<file path="config.mk">
export PLATFORM = sky130hd
export DESIGN_NAME = frame_aligner
export DESIGN_NICKNAME = d
export VERILOG_FILES = /design/src/rtl/fa_pkg.sv /design/src/rtl/fa_datapath.sv /design/src/rtl/fa_control.sv /design/src/rtl/frame_aligner.sv
export SDC_FILE = /design/constraint.sdc
export NUM_CORES = 1
export LEC_CHECK = 0
export BUFFER_PORTS_ARGS = -buffer_cell sky130_fd_sc_hd__buf_2
export CAP_MARGIN = 20
export CORE_ASPECT_RATIO = 0.7
export CORE_MARGIN = 3
export CORE_UTILIZATION = 33
export DETAILED_ROUTE_END_ITERATION = 16
export PLACE_DENSITY = 0.6
export SYNTH_ARGS = -nofsm -noshare
export SYNTH_HDL_FRONTEND = slang
export SYNTH_SLANG_ARGS = --single-unit
</file>
<file path="constraint.sdc">
create_clock -name clk -period 2.2 [get_ports clk]
set_input_delay 0.22 -clock clk [delete_from_list [all_inputs] [get_ports clk]]
set_output_delay 0.22 -clock clk [all_outputs]
set_load 0.02 [all_outputs]
</file>
<file path="src/rtl/fa_pkg.sv">
package fa_pkg;
  // Strobes from control to datapath
  typedef struct packed {
    logic capture;  // load a new nibble this clock
    logic realign;  // a new boundary is taken this clock
  } faCtl_t;
endpackage

</file>
<file path="src/rtl/fa_datapath.sv">
module fa_datapath
  import fa_pkg::*;
#(
  parameter int HDR_W     = 32,
  parameter int NIB_W     = 4,
  parameter int SLICE_LSB = 12
) (
  input  logic             clk,
  input  logic             rstN,
  input  logic             serIn,
  input  logic [HDR_W-1:0] hdrPattern,
  input  logic [HDR_W-1:0] hdrMask,
  input  faCtl_t           ctl,
  input  logic             parOdd,
  input  logic             parEn,
  output logic             hdrMatch,
  output logic [NIB_W-1:0] nibOut,
  output logic             framePulse,
  output logic             parOut
);
  localparam int SLICE_MSB = SLICE_LSB + NIB_W - 1;

  logic [HDR_W-1:0] shReg;
  logic [HDR_W-1:0] bitMiss;
  logic [NIB_W-1:0] nibReg;
  logic             frameReg;

  always_ff @(posedge clk or negedge rstN) begin
    if (!rstN) shReg <= '0;
    else       shReg <= {shReg[HDR_W-2:0], serIn};
  end

  // Per-bit masked compare
  for (genvar i = 0; i < HDR_W; i++) begin : g_cmp
    assign bitMiss[i] = hdrMask[i] & (shReg[i] ^ hdrPattern[i]);
  end
  assign hdrMatch = ~|bitMiss;

  always_ff @(posedge clk or negedge rstN) begin
    if (!rstN) begin
      nibReg   <= '0;
      frameReg <= 1'b0;
    end else if (ctl.capture) begin
      nibReg   <= shReg[SLICE_MSB:SLICE_LSB];
      frameReg <= hdrMatch;
    end
  end

  assign nibOut     = nibReg;
  assign framePulse = frameReg;
  assign parOut     = parEn & ((^nibReg) ^ parOdd);

  // outputs only move on a capture
  p_hold_r5: assert property (@(posedge clk) disable iff (!rstN)
    !ctl.capture |=> ($stable(nibOut) && $stable(framePulse)));

  // a fully compared slice comes out equal to the pattern slice
  p_frame_slice_r3: assert property (@(posedge clk) disable iff (!rstN)
    (ctl.capture && hdrMatch && (&hdrMask[SLICE_MSB:SLICE_LSB]))
      |=> (framePulse && nibOut == $past(hdrPattern[SLICE_MSB:SLICE_LSB])));

  // nibble plus parity bit has the selected sense
  p_parity_sense_r9: assert property (@(posedge clk) disable iff (!rstN)
    parEn |-> ((^{nibOut, parOut}) == parOdd));

  // disabled parity stays low
  p_parity_off_r10: assert property (@(posedge clk) disable iff (!rstN)
    !parEn |-> !parOut);
endmodule

</file>
<file path="src/rtl/fa_control.sv">
module fa_control
  import fa_pkg::*;
#(
  parameter int NIB_W = 4
) (
  input  logic   clk,
  input  logic   rstN,
  input  logic   alignEn,
  input  logic   hdrMatch,
  output faCtl_t ctl,
  output logic   nibStrobe
);
  localparam int CNT_W = (NIB_W > 1) ? $clog2(NIB_W) : 1;
  localparam logic [CNT_W-1:0] LAST_PH = CNT_W'(NIB_W - 1);

  logic [CNT_W-1:0] phaseCnt;
  logic             locked;

  always_comb begin
    ctl.realign = alignEn & hdrMatch;
    ctl.capture = ctl.realign | (locked & (phaseCnt == LAST_PH));
  end

  always_ff @(posedge clk or negedge rstN) begin
    if (!rstN) begin
      phaseCnt  <= '0;
      locked    <= 1'b0;
      nibStrobe <= 1'b0;
    end else begin
      phaseCnt  <= ctl.capture ? '0 : phaseCnt + 1'b1;
      locked    <= locked | ctl.realign;
      nibStrobe <= ctl.capture;
    end
  end

  // no strobe before the first boundary
  p_no_strobe_unlocked_r7: assert property (@(posedge clk) disable iff (!rstN)
    !locked |-> !nibStrobe);

  // taking a boundary gives a strobe on the next clock
  p_realign_strobe_r3: assert property (@(posedge clk) disable iff (!rstN)
    ctl.realign |=> nibStrobe);

  // strobes are never back to back unless realigned
  p_strobe_gap_r4: assert property (@(posedge clk) disable iff (!rstN)
    (nibStrobe && !ctl.realign) |=> !nibStrobe);
endmodule

</file>
<file path="src/rtl/frame_aligner.sv">
module frame_aligner
  import fa_pkg::*;
#(
  parameter int HDR_W     = 32,
  parameter int NIB_W     = 4,
  parameter int SLICE_LSB = 12
) (
  input  logic             clk,
  input  logic             rstN,
  input  logic             serIn,
  input  logic [HDR_W-1:0] hdrPattern,
  input  logic [HDR_W-1:0] hdrMask,
  input  logic             alignEn,
  input  logic             parOdd,
  input  logic             parEn,
  output logic [NIB_W-1:0] nibOut,
  output logic             nibStrobe,
  output logic             framePulse,
  output logic             parOut
);
  faCtl_t ctl;
  logic   hdrMatch;

  fa_control #(.NIB_W(NIB_W)) u_ctrl (
    .clk(clk), .rstN(rstN), .alignEn(alignEn), .hdrMatch(hdrMatch),
    .ctl(ctl), .nibStrobe(nibStrobe)
  );

  fa_datapath #(.HDR_W(HDR_W), .NIB_W(NIB_W), .SLICE_LSB(SLICE_LSB)) u_dp (
    .clk(clk), .rstN(rstN), .serIn(serIn), .hdrPattern(hdrPattern),
    .hdrMask(hdrMask), .ctl(ctl), .parOdd(parOdd), .parEn(parEn),
    .hdrMatch(hdrMatch), .nibOut(nibOut), .framePulse(framePulse),
    .parOut(parOut)
  );
endmodule

</file>
======== Word-level counts from Yosys, hierarchy flattened ========
Index checks and enable logic that the tools add are counted.
word-level totals
  bits of input ports ..................... 70
  latch bits .............................. 0
  flip-flop bits (word level) ............. 41
  memory bits (read-only) ................. 0
  memories ................................ 0
  output and inout port bits .............. 7
  memory bits (writable) .................. 0
operators by class
  $mul .................................... 0
  bitwise operators ....................... 70
  reduce and logical (&&, ||, !) cells .... 3
  $lt $le $gt $ge ......................... 0
  shift operators ......................... 0
  mux-type cells .......................... 1
  equality and inequality tests ........... 1
  $add $sub $neg .......................... 1
  div/mod/pow operators ................... 0
operator list
  kind                                                           number
  1-bit AND                                                      35
  1-bit bitwise XOR                                              33
  32-bit OR reduction                                            1
  4-bit parity                                                   1
  2-bit by 1-bit adder with 2-bit output, second input constant  1
  2-bit equality test, second input constant                     1
  2-bit two-way mux                                              1
  1-bit bitwise OR                                               2
  1-bit logical NOT                                              1

======== Depth between registers and ports, before layout ========
  word-level depth ........................ 7
  gate-level depth with buffers ........... 6
  mapped depth without buffers ............ 6

======== Modules after synthesis ========
A second synthesis with hierarchy kept.
second synthesis, totals
  cell total of the unflattened synthesis .. 111
  area total of the unflattened synthesis .. 1,627.8 µm²
by module, submodules not included
  module       cells an instance  area each (µm²)  times used
  fa_datapath  100                1,466.4          1
  fa_control   11                 161.4            1

======== Worst setup path before layout ========
No wires, ideal clock.
  path type ............................... reg2reg
  from .................................... register u_dp.shReg[19]
  to ...................................... register u_dp.nibReg[0], in the netlist u_dp.nibOut[0]
  arrival ................................. 1.623 ns
  stages on the path, launching flop included .. 7
  path slack .............................. 0.452 ns
  cell sequence ........................... dfrtp_1 -> xor2_1 -> a22oi_1 -> nand4_1 -> nor4_4 -> a21oi_2 -> mux2_4
on the way
  word-level cells in the longest chain between the ends .. 6
ends and longest elaborated chain
  what                      RTL line           text
  start: declaration        fa_datapath.sv:23  logic [HDR_W-1:0] shReg;
  start signal: assignment  fa_datapath.sv:30  else shReg <= {shReg[HDR_W-2:0], serIn};
  1-bit bitwise XOR         fa_datapath.sv:35  assign bitMiss[i] = hdrMask[i] & (shReg[i] ^ hdrPattern[i]);
  1-bit AND                 fa_datapath.sv:35
  32-bit OR reduction       fa_datapath.sv:37  assign hdrMatch = ~|bitMiss;
  1-bit logical NOT         fa_datapath.sv:37
  1-bit AND                 fa_control.sv:20   ctl.realign = alignEn & hdrMatch;
  1-bit bitwise OR          fa_control.sv:21   ctl.capture = ctl.realign | (locked & (phaseCnt == LAST_PH));
  end signal: assignment    fa_datapath.sv:44  nibReg <= shReg[SLICE_MSB:SLICE_LSB];
  end: declaration          fa_datapath.sv:25  logic [NIB_W-1:0] nibReg;
Every way passes these cells.
A chain may end at the register's enable or synchronous reset.

======== Worst setup path after layout ========
Same ends and word-level chain as after synthesis.

==> summary.txt <==
Placement
  • GP Congestion: ~0.77
  • Port Buffer Count: 76
  • DPL Wire Length: around 3100 um

Route
  • Post-route ant nets: 0
  • Starting DRT DRC Count: 28
  • First-pass detailed-route iteration total: 4
  • Via count: ~1200
  • Total Wirelength: ~3800 um
  • Routed len/inst: approximately 14 um
  • DR vias/cell: ~4.4
  • DRC viols: 0

Timing
  • Unrepaired setup endpoints after global routing: false
  • Fin. max-slew vios: 0
  • Clock skew: slightly above 0.004 ns
  • Final setup fails: 0
  • Worst-Margin Slew: 0.857 ns
  • Tmin final: 2.04 ns
  • Final period util: 0.927
  • F_max: 490 MHz
  • Total negative slack: 0 ns
  • Endpoints failing hold: 0
  • Relative slew slack: 0.429

GRT
  • First-pass GRT wire length: between 6000 and 7000 um
  • Grt ovf: 0
  • Initial antenna violation count: 0
  • GRT Util Overall: 0.136
  • Largest net degree at the start of global routing: between 40 and 50
  • Number of global-route vias before repair: 1291

Final layout
  • Fill count: 450
  • Most common cell after layout, fill and taps aside: buf_2
  • NumNets Final: roughly 270
  • Antenna cell count: 0
  • Area delta synth->final: 33.1%
  • Most frequent cells in the layout: buf_2 (76), dfrtp_1 (41), xor2_1 (32), a22oi_1 (16), clkbuf_8 (5)
  • Ratio of cells with drive above 1 in the final layout: 0.442
  • Post-layout util: 0.479

Hold path
  • Worst hold path type: primary input to asynchronous set/reset pin

Clocking
  • Worst-path clk slew: roughly 0.070 ns
  • Setup bufs post-CTS: 0
  • Deepest clock path buffer count: 2
  • Clock Sink Count: 41
  • CTS Hold Buffers Added: 0
  • Resized Gates After CTS: 0
  • CTS tree: yes
  • H-tree depth: 2
  • CTS Buf Count: 5
  • Root Buffer: clkbuf_8
  • Skew-Pair Late Insertion Delay: around 0.28 ns

Synth
  • Mapped Cells: approximately 110
  • Synth Net Count: between 150 and 200
  • Syn avg cell area: 14.5 um2
  • Yosys top cell area share: 0.626
  • Yosys reg bits: just over 40
  • Cell taking the most area after synthesis: dfrtp_1
  • Yosys Warn Count: 0
  • Synth area leaders: dfrtp_1 (63%), xor2_1 (17%), a22oi_1 (7.3%)
  • Part of the Yosys area used for sequential elements: 0.626
  • Mapped cell area: roughly 1600 um2
  • Post-synthesis cell type count: 14

Setup path
  • Number of buffers and inverters on the critical path: 0
  • Worst Setup Start Kind: register
  • Crit path capture type: register
  • CP delay by family, top: simple AND/OR/NAND/NOR gates
  • Critical path's largest stage delay: around 0.39 ns
  • Crit Path Category: register to register
  • CP max-delay cell: dfrtp_1
  • Critical Path AT: roughly 2.2 ns
  • Worst Path Required: roughly 2.4 ns
  • Worst-path cell chain: xor2_1 -> a22oi_1 -> nand4_1 -> nor4_4 -> a21oi_2 -> mux2_4
  • Max FO, Critical Path: 7

Pwr
  • VDD IR-drop max: ~0.00029 V
  • Leak Pwr: 1.12 nW
  • PwrDens: 662 nW/um2

Die
  • FP Rows: 20
  • Die X: ~90 um
  • Area of the core: between 4000 and 5000 um2
  • Die Y: ~65 um
  • Starting density of the core: 0.360
  • Die ar.: between 5000 and 6000 um2
  • IO Count: 77

Run
  • Max_cap viols: 0

Status
  • Status: complete, no violations
-- through the flow --
stage | cell area (um2) | total power, mW | instances | hold WS [ns] | setup WS, ns
4_1_cts | 2180 | 1.47 | 263 | 0.0342 | 0.0953
6_report | 2180 | 1.44 | 263 | 0.0469 | 0.160
3_3_place_gp | 2100 | 1.01 | 255 | 0.329 | 0.171
5_1_grt | 2180 | 1.53 | 263 | 0.0416 | 0.00350
2_1_floorplan | 1640 | 0.903 | 113 | -0.0756 | 0.452
3_5_place_dp | 2100 | 1.02 | 255 | 0.335 | 0.104
-- final timing paths --
| path | start | to | slack (ns) | cells past startpoint |
|---|---|---|---|---|
| hold reg to reg | u_dp.shReg[9]$_DFF_PN0_ | u_dp.shReg[10]$_DFF_PN0_ | 0.39 | 0 |
| min in group clk | serIn | u_dp.shReg[0]$_DFF_PN0_ | 0.05 | 1 |
| setup reg to reg | u_dp.shReg[19]$_DFF_PN0_ | u_dp.nibOut[0]$_DFFE_PN0P_ | 0.16 | 6 |
| max in group asynchronous | rstN | u_ctrl.phaseCnt[0]$_DFF_PN0_ | 1.62 | 1 |
| setup / recovery | u_dp.shReg[19]$_DFF_PN0_ | u_dp.nibOut[0]$_DFFE_PN0P_ | 0.16 | 6 |
| hold / removal | rstN | u_dp.shReg[31]$_DFF_PN0_ | 0.05 | 1 |
-- logic make-up after synthesis --
logic type,count (synthesis),synth area share
flops,41,0.626
xor+xnor,36,0.192
fa+ha+maj,1,0.00763
buf+inv,2,0.00458
mux,4,0.0366
simple gates,9,0.0435
compound gates,20,0.0893
-- synthesized netlist by cell type, drive strengths merged --
| master | instances |
|---|---|
| a22oi | 16 |
| inv | 2 |
| nor2b | 1 |
| mux2 | 4 |
| nand4 | 4 |
| nor4 | 1 |
| a21o | 1 |
| xnor2 | 4 |
| dfrtp | 41 |
| o21ai | 2 |
| a21oi | 1 |
| and2 | 3 |
| xor2 | 32 |
| ha | 1 |
-- report_power, final --
group,leakage [nW],switching (mW),internal [mW],total [mW]
clock,0.0395,0.221,0.225,0.446
sequential,0.489,0.0269,0.788,0.815
combinational,0.593,0.0860,0.0960,0.182
total,1.12,0.334,1.11,1.44
-- routing by layer --
metal | up-vias | wire length, um | GRT usage
met1 | 545 | 1600 | 0.171
met4 | 0 | 44 | 0.0573
li1 | 558 | - | -
met5 | - | 0 | 0
met3 | 4 | 371 | 0.0522
met2 | 55 | 1790 | 0.213
-- final cells by class --
cell class                 count  area, um2  share of cell area
clock buffer                   8       80.1              0.0367
inverter                       2       7.51             0.00344
multi-input combinational     70        606               0.278
sequential                    41       1030               0.470
tap                           66       82.6              0.0378
timing repair buffer          76        380               0.174
-- sequential cells by signal (all words and copies together) (netlist names) --
signal	flops
u_dp.shReg	32
u_dp.nibOut	4
u_ctrl.phaseCnt	2
u_ctrl.locked	1
u_ctrl.nibStrobe	1
u_dp.framePulse	1
Note: power is estimated with default switching activity, not from simulation.
